--- config.mk ---
export PLATFORM = sky130hd
export DESIGN_NAME = extRegPort
export DESIGN_NICKNAME = d
export VERILOG_FILES = /design/src/rtl/extreg_pkg.sv /design/src/rtl/extRegCtrl.sv /design/src/rtl/extRegDatapath.sv /design/src/rtl/extRegPort.sv
export SDC_FILE = /design/constraint.sdc
export NUM_CORES = 1
export LEC_CHECK = 0
export ABC_AREA = 1
export BUFFER_PORTS_ARGS = -buffer_cell sky130_fd_sc_hd__buf_2
export CELL_PAD_IN_SITES_DETAIL_PLACEMENT = 0
export CELL_PAD_IN_SITES_GLOBAL_PLACEMENT = 1
export CORE_MARGIN = 4
export CORE_UTILIZATION = 28
export CTS_CLUSTER_DIAMETER = 100
export DETAILED_ROUTE_END_ITERATION = 6
export PLACE_DENSITY = 0.72
export SYNTH_ARGS = -nofsm -noshare
export SYNTH_HDL_FRONTEND = slang
export SYNTH_SLANG_ARGS = --single-unit
--- constraint.sdc ---
create_clock -name clk -period 2.55 [get_ports clk]
set_input_delay 0.255 -clock clk [delete_from_list [all_inputs] [get_ports clk]]
set_output_delay 0.255 -clock clk [all_outputs]
set_load 0.01 [all_outputs]
--- src/rtl/extreg_pkg.sv ---
package extreg_pkg;
  typedef struct packed {
    logic protectWr;
    logic indexWr;
    logic wideWr;
    logic dataWr;
    logic rdProt;
    logic rdIdx;
    logic rdReg;
    logic rdNone;
  } regStrobe_t;
endpackage

--- src/rtl/extRegCtrl.sv ---
module extRegCtrl
  import extreg_pkg::*;
#(
  parameter int ADDR_W = 10,
  parameter logic [ADDR_W-1:0] PROTECT_ADDR = 10'h3DF,
  parameter logic [ADDR_W-1:0] INDEX_ADDR = 10'h3DD,
  parameter logic [ADDR_W-1:0] DATA_ADDR = 10'h3DE
) (
  input  logic [ADDR_W-1:0] portAddr,
  input  logic              wrStrobe,
  input  logic              wrWide,
  input  logic              rdStrobe,
  input  logic              unlocked,
  output regStrobe_t        strobe
);
  logic hitProt, hitIdx, hitReg, hitAny;

  assign hitProt = (portAddr == PROTECT_ADDR);
  assign hitIdx  = (portAddr == INDEX_ADDR);
  assign hitReg  = (portAddr == DATA_ADDR);
  assign hitAny  = hitProt | hitIdx | hitReg;

  always_comb begin
    strobe           = '0;
    strobe.protectWr = wrStrobe & hitProt;
    strobe.indexWr   = wrStrobe & hitIdx & unlocked & ~wrWide;
    strobe.wideWr    = wrStrobe & hitIdx & unlocked & wrWide;
    strobe.dataWr    = wrStrobe & hitReg & unlocked;
    strobe.rdProt    = rdStrobe & hitProt;
    strobe.rdIdx     = rdStrobe & hitIdx;
    strobe.rdReg     = rdStrobe & hitReg;
    strobe.rdNone    = rdStrobe & ~hitAny;
  end
endmodule

--- src/rtl/extRegDatapath.sv ---
module extRegDatapath
  import extreg_pkg::*;
#(
  parameter int IDX_W = 6,
  parameter int DATA_W = 8,
  parameter int unsigned CFG_IDX = 'h29,
  parameter int READ_EN_BIT = 6,
  parameter int HALT_BIT = 7,
  parameter int UNLOCK_BIT = 7,
  parameter int MONO_BIT = 0,
  parameter int PAGE_BIT = 1,
  parameter logic [DATA_W-1:0] SIG_VALUE = 8'hC1,
  localparam int DEPTH = 1 << IDX_W,
  localparam int BUS_W = 2 * DATA_W
) (
  input  logic                    clk,
  input  logic                    rstN,
  input  regStrobe_t              strobe,
  input  logic [BUS_W-1:0]        wrData,
  output logic [DATA_W-1:0]       rdData,
  output logic                    unlocked,
  output logic                    monoGfxEn,
  output logic                    pageHighEn,
  output logic                    haltFlag,
  output logic [DEPTH*DATA_W-1:0] regBankFlat
);
  logic [DATA_W-1:0] bank [DEPTH];
  logic [DATA_W-1:0] protectQ;
  logic [IDX_W-1:0]  indexQ;
  logic              haltQ;
  logic [DATA_W-1:0] rdQ, rdNext;
  logic              bankWrEn;
  logic [IDX_W-1:0]  bankWrIdx;
  logic [DATA_W-1:0] bankWrVal;
  logic [DATA_W-1:0] cfgEntry;

  assign bankWrEn  = strobe.dataWr | strobe.wideWr;
  assign bankWrIdx = strobe.wideWr ? wrData[IDX_W-1:0] : indexQ;
  assign bankWrVal = strobe.wideWr ? wrData[BUS_W-1:DATA_W] : wrData[DATA_W-1:0];
  assign cfgEntry  = bank[CFG_IDX];

  always_ff @(posedge clk) begin
    if (!rstN) begin
      protectQ <= '0;
      indexQ   <= '0;
    end else begin
      if (strobe.protectWr) protectQ <= wrData[DATA_W-1:0];
      if (strobe.indexWr || strobe.wideWr) indexQ <= wrData[IDX_W-1:0];
    end
  end

  always_ff @(posedge clk) begin
    if (!rstN) begin
      for (int i = 0; i < DEPTH; i++) bank[i] <= '0;
    end else if (bankWrEn) begin
      bank[bankWrIdx] <= bankWrVal;
    end
  end

  always_ff @(posedge clk) begin
    if (!rstN) haltQ <= 1'b0;
    else if (bankWrEn && bankWrIdx == IDX_W'(CFG_IDX) && bankWrVal[HALT_BIT])
      haltQ <= 1'b1;
  end

  always_comb begin
    if (strobe.rdProt)
      rdNext = cfgEntry[READ_EN_BIT] ? protectQ : SIG_VALUE;
    else if (strobe.rdIdx)
      rdNext = DATA_W'(indexQ);
    else if (strobe.rdReg)
      rdNext = bank[indexQ];
    else
      rdNext = '0;
  end

  always_ff @(posedge clk) begin
    if (!rstN) rdQ <= '0;
    else if (strobe.rdProt || strobe.rdIdx || strobe.rdReg || strobe.rdNone)
      rdQ <= rdNext;
  end

  for (genvar g = 0; g < DEPTH; g++) begin : g_flat
    assign regBankFlat[g*DATA_W +: DATA_W] = bank[g];
  end

  assign rdData     = rdQ;
  assign unlocked   = protectQ[UNLOCK_BIT];
  assign monoGfxEn  = protectQ[MONO_BIT];
  assign pageHighEn = protectQ[PAGE_BIT];
  assign haltFlag   = haltQ;

  assert_locked_hold_R2: assert property (@(posedge clk) disable iff (!rstN)
    !protectQ[UNLOCK_BIT] |=> ($stable(regBankFlat) && $stable(indexQ)));

  assert_guard_store_R1: assert property (@(posedge clk) disable iff (!rstN)
    strobe.protectWr |=> (protectQ == $past(wrData[DATA_W-1:0])));

  assert_signature_R5: assert property (@(posedge clk) disable iff (!rstN)
    (strobe.rdProt && !cfgEntry[READ_EN_BIT]) |=> (rdData == SIG_VALUE));

  assert_halt_sticky_R8: assert property (@(posedge clk) disable iff (!rstN)
    haltQ |=> haltQ);

  assert_halt_cover_R8: assert property (@(posedge clk) disable iff (!rstN)
    cfgEntry[HALT_BIT] |-> haltQ);

  assert_one_write_R10: assert property (@(posedge clk) disable iff (!rstN)
    $onehot0({strobe.protectWr, strobe.indexWr, strobe.wideWr, strobe.dataWr}));

  assert_read_hold_R6: assert property (@(posedge clk) disable iff (!rstN)
    !(strobe.rdProt || strobe.rdIdx || strobe.rdReg || strobe.rdNone) |=> $stable(rdData));
endmodule

--- src/rtl/extRegPort.sv ---
module extRegPort
  import extreg_pkg::*;
#(
  parameter int ADDR_W = 10,
  parameter int IDX_W = 6,
  parameter int DATA_W = 8,
  parameter logic [ADDR_W-1:0] PROTECT_ADDR = 10'h3DF,
  parameter logic [ADDR_W-1:0] INDEX_ADDR = 10'h3DD,
  parameter logic [ADDR_W-1:0] DATA_ADDR = 10'h3DE,
  localparam int DEPTH = 1 << IDX_W,
  localparam int BUS_W = 2 * DATA_W
) (
  input  logic                    clk,
  input  logic                    rstN,
  input  logic [ADDR_W-1:0]       portAddr,
  input  logic                    wrStrobe,
  input  logic                    wrWide,
  input  logic                    rdStrobe,
  input  logic [BUS_W-1:0]        wrData,
  output logic [DATA_W-1:0]       rdData,
  output logic                    monoGfxEn,
  output logic                    pageHighEn,
  output logic                    haltFlag,
  output logic [DEPTH*DATA_W-1:0] regBankFlat
);
  regStrobe_t strobe;
  logic       unlocked;

  extRegCtrl #(
    .ADDR_W(ADDR_W), .PROTECT_ADDR(PROTECT_ADDR),
    .INDEX_ADDR(INDEX_ADDR), .DATA_ADDR(DATA_ADDR)
  ) u_ctrl (
    .portAddr(portAddr), .wrStrobe(wrStrobe), .wrWide(wrWide),
    .rdStrobe(rdStrobe), .unlocked(unlocked), .strobe(strobe)
  );

  extRegDatapath #(.IDX_W(IDX_W), .DATA_W(DATA_W)) u_dp (
    .clk(clk), .rstN(rstN), .strobe(strobe), .wrData(wrData),
    .rdData(rdData), .unlocked(unlocked), .monoGfxEn(monoGfxEn),
    .pageHighEn(pageHighEn), .haltFlag(haltFlag), .regBankFlat(regBankFlat)
  );
endmodule

# ---- Word-level counts from Yosys, hierarchy flattened
# Memory sizes are Yosys's and may differ from the RTL's. A register that Yosys moved wholly into a read port is not among the register bits.
# Cells that the tools add are included.
dict set report word_totals {
  output_inout_bits 523
  rom_bits 0
  latch_bits 0
  memories 1
  ff_bits 23
  mem_bits_rw 512
}
# name words width read_ports rd_ports_with_merged_regs wr line
set memory_table {}
lappend memory_table {u_dp.bank 64 8 65 1 64 extRegDatapath.sv:27} ;# logic [DATA_W-1:0] bank [DEPTH];
dict set report op_classes {
  n_div 0
  eq_ne 4
  order_cmp 0
  n_addsub 0
  mux 15
  n_mul 0
  n_reduce_logical 7
  shifts 0
  n_bitwise 16
}
# cell count
set ops {}
lappend ops {{two-way mux 8 bit} 6}
lappend ops {{== test 10 bit (second input constant)} 3}
lappend ops {{two-way mux 6 bit} 4}
lappend ops {{bitwise AND 1 bit} 11}
lappend ops {{OR reduction 8 bit} 1}
lappend ops {{== test 6 bit (second input constant)} 1}
lappend ops {{two-way mux 1 bit} 5}
lappend ops {{logical OR 1 bit} 4}
lappend ops {{bitwise OR 1 bit} 3}
lappend ops {{logical AND 1 bit} 2}
lappend ops {{inverter 1 bit} 2}

# ---- Logic depth before layout (Yosys ltp)
dict set report logic_depth {
  word_depth 10
  mapped_depth 14
}

# ---- By module
# Synthesis repeated with hierarchy kept, for this count alone.
dict set report hier_totals {
  cells_unflattened 2575
  area_unflattened_um2 24706.2
}
# mod area_per_inst_um2 seq_area_each_um2 instances cells_per_inst
set by_module_without_submodules {}
lappend by_module_without_submodules {extRegDatapath 24579.8 15955.3 1 2546}
lappend by_module_without_submodules {extRegCtrl 126.4 0.0 1 29}

# ---- Worst setup path before layout
# Ideal clock, no wire load.
dict set report synth_timing {
  path_type {input port to flip-flop}
  startpoint {input port portAddr[5]}
  endpoint {memory u_dp.bank[13][0] (enable)}
  path_stages 11
  required_ps 2166
  n_path_buf 0
  slack_ps 22
  arrival_ps 2144
  cell_sequence {inv_1 nand4_2 nor2_2 nand2_2 nor2_8 nand2_4 nand2_1 nand2_4 inv_2 nand3_2 o21ai_0}
}
# item line
set synth_rtl {}
lappend synth_rtl {{from (decl)} extRegPort.sv:15} ;# input logic [ADDR_W-1:0] portAddr,
lappend synth_rtl {{to (decl)} extRegDatapath.sv:27}

==> flow_summary.json <==
{
  "fp.dieH_um": 307,
  "wl_met1_um": 46900,
  "grt_max_degree": 57,
  "final_hold_viol_count": 0,
  "start_kind": "flop",
  "grt_pass1_vias": 21800,
  "cpMostUsedCell": "nand3_1",
  "endpoint_kind": "flop",
  "drt_first_pass_iters": 6,
  "num_rows": 109,
  "detail_route.iter0.violations": 2757,
  "antenna_found_initial": 0,
  "nNetsFinal": 3352,
  "clock_latency_ns": 0.59,
  "critical_path_class": "flop to flop",
  "ir_drop_v": 0.000371,
  "syn_inst": 2610,
  "synthDistinctLibCells": 32,
  "clock-root-buffer": "clkbuf_16",
  "drtAntennaViolNets": 0,
  "finalCritPeriodShare": 0.943,
  "wl_um": 116000,
  "cts_tree": "built",
  "cp_cell_sequence": "inv_6, buf_4, nand2_1, nand3_1, nand3_1, a21oi_1, o21ai_0, nand3_1, nand3_1, a21oi_1",
  "port_buffers": 553,
  "cts.repair.resized": 0,
  "cts.clk_slew.worst_paths_ns": 0.06,
  "drive_gt1_frac": 0.297,
  "wl_met3_um": 8560,
  "synth_area_um2": 25000,
  "synth_edf_count": 512,
  "fmax_mhz": 416,
  "cp_max_fo": 33,
  "drv_cap": 0,
  "syn_avg_cell_area_um2": 9.56,
  "seq_area_frac_synth": 0.639,
  "drc": 0,
  "post_drt_wl_per_cell_um": 25.5,
  "finClkSkew_ns": 0.0200,
  "hpwl_um": 87500,
  "wl_met2_um": 55600,
  "die-area_um2": 93900,
  "cts_num_sinks": 541,
  "status": "finished clean",
  "core-area_um2": 88400,
  "synthToLayoutAreaGrowth_pct": 35.1,
  "initial_core_util": 0.282,
  "final-setup-viol-count": 0,
  "gp_congestion": 0.867,
  "highest_layer": "met4",
  "drv_slew": 0,
  "synth_nets": 2641,
  "htreeDepth": 3,
  "worst_slew_pin_slew_ns": 0.665,
  "slowest_stage": "dfxtp_4",
  "cpPeakStageDelay_ns": 0.42,
  "fin_crit_ns": 2.40,
  "max-slew-margin-rel": 0.556,
  "clockBufferDepth": 3,
  "dr_total_vias": 22700,
  "hp-class": "primary input to flop",
  "synth_ff_type": "edfxtp_1",
  "power.leakage_nw": 14.4,
  "ys_ff_latch": 541,
  "async_reset_ff_frac": 0,
  "synth.yosys.warnings": 0,
  "worstPathRequired_ns": 3.07,
  "rrSetupSlack_ns": 0.15,
  "grt_usage": 0.235,
  "antennaDiodeCount": 0,
  "numCtsBuffers": 66,
  "viasPerCell": 5.01,
  "final_core_util": 0.381,
  "io_pins": 554,
  "rsz0062_at_grt": "false",
  "power.total_w": 0.0212,
  "grt_remaining_overflow": 0,
  "cp.arrival_ns": 2.92,
  "power_density_nw_per_um2": 630,
  "die_width_um": 307,
  "nFillCells": 8980,
  "grt_pass1_wl_um": 159000
}
[layout by cell type, fill, tap and decap left out, types with 26 or more instances in the layout]
master     count
nand2_1      566
buf_2        552
edfxtp_1     512
nor2_1       496
nand3_1      306
buf_4        200
o21ai_0      140
nor3_1        97
a21oi_1       82
inv_1         76
buf_12        73
clkbuf_16     69
o22ai_1       28
dfxtp_1       26
[worst max-delay path, delay by kind of cell (launching register included)]
family          cells  cell delay [ns]
compound gates      3             0.69
simple gates        5             0.69
flops               1             0.42
buf+inv             2             0.50
[final cells by class]
cell class                 instances  area, µm²  area share
sequential                       541      16000       0.474
timing repair buffer             827       5750       0.170
clock buffer                      78       1760      0.0522
inverter                         100        383      0.0114
tap                             1165       1460      0.0432
clock inverter                    40        422      0.0125
multi-input combinational       1785       7980       0.237
[cells in the mapped netlist (20+ instances only)]
cell / instances / area, µm²
nand2_1: 566 / 2120
edfxtp_1: 512 / 15400
nor2_1: 496 / 1860
nand3_1: 306 / 1530
clkbuf_1: 146 / 548
o21ai_0: 140 / 701
nor3_1: 97 / 485
a21oi_1: 82 / 410
inv_1: 78 / 293
dfxtp_1: 29 / 581
o22ai_1: 28 / 175
buf_1: 24 / 90.1
inv_2: 20 / 75.1
nand2_2: 20 / 125
[flip-flops by register name, indices dropped and copies added (netlist names), named ones only]
register and cells:
u_dp.indexQ 6, u_dp.rdData 8, u_dp.bank 512, u_dp.protectQ 8, u_dp.haltFlag 1
[repair_timing]
item / in CTS / in global routing
hold buffers: 2 / 0
buffers inserted: 0 / 0
endpoints found under the hold margin: 2 / 0
[layer usage]
layer	global-route usage	up-vias
met3	0.0352	169
met5	0	-
met1	0.308	11100
met4	0.0885	0
li1	-	10300
met2	0.395	1143
[final timing paths]
check                   start          endpoint  cells past startpoint
max                      flop    u_dp.rdData[1]                     10
min                 wrData[1]  u_dp.protectQ[1]                      3
max reg2reg              flop    u_dp.rdData[1]                     10
min reg2reg  u_dp.protectQ[2]  u_dp.protectQ[2]                      2
[cell families (layout without fill, tap and decap cells)]
| logic type | Yosys count | after routing | synth area share |
|---|---|---|---|
| simple gates | 1514 | 1514 | 0.257 |
| buf+inv | 284 | 1045 | 0.0435 |
| flops | 541 | 541 | 0.639 |
| compound gates | 264 | 264 | 0.0559 |
| mux | 7 | 7 | 0.00371 |
[per-stage QoR]
stage	instances	hold WS, ns	setup WS, ns	cell area (µm²)	TNS, ns
floorplan	2610	0.424	0.0223	25000	0
global route	4536	0.0721	0.0231	33700	0
CTS	4536	0.0309	0.107	33700	0
detailed placement	4416	0.456	-0.0737	31500	-4.24
finish	4536	0.0745	0.145	33700	0
global placement	4416	0.449	-0.0680	31500	-3.09
[power by group]
group,switching (W),internal [W]
Clock,0.00378,0.00576
Combinational,0.000942,0.000514
Sequential,0.000251,0.00998
Total,0.00498,0.0163
Note: power is estimated with default switching activity, not from simulation.
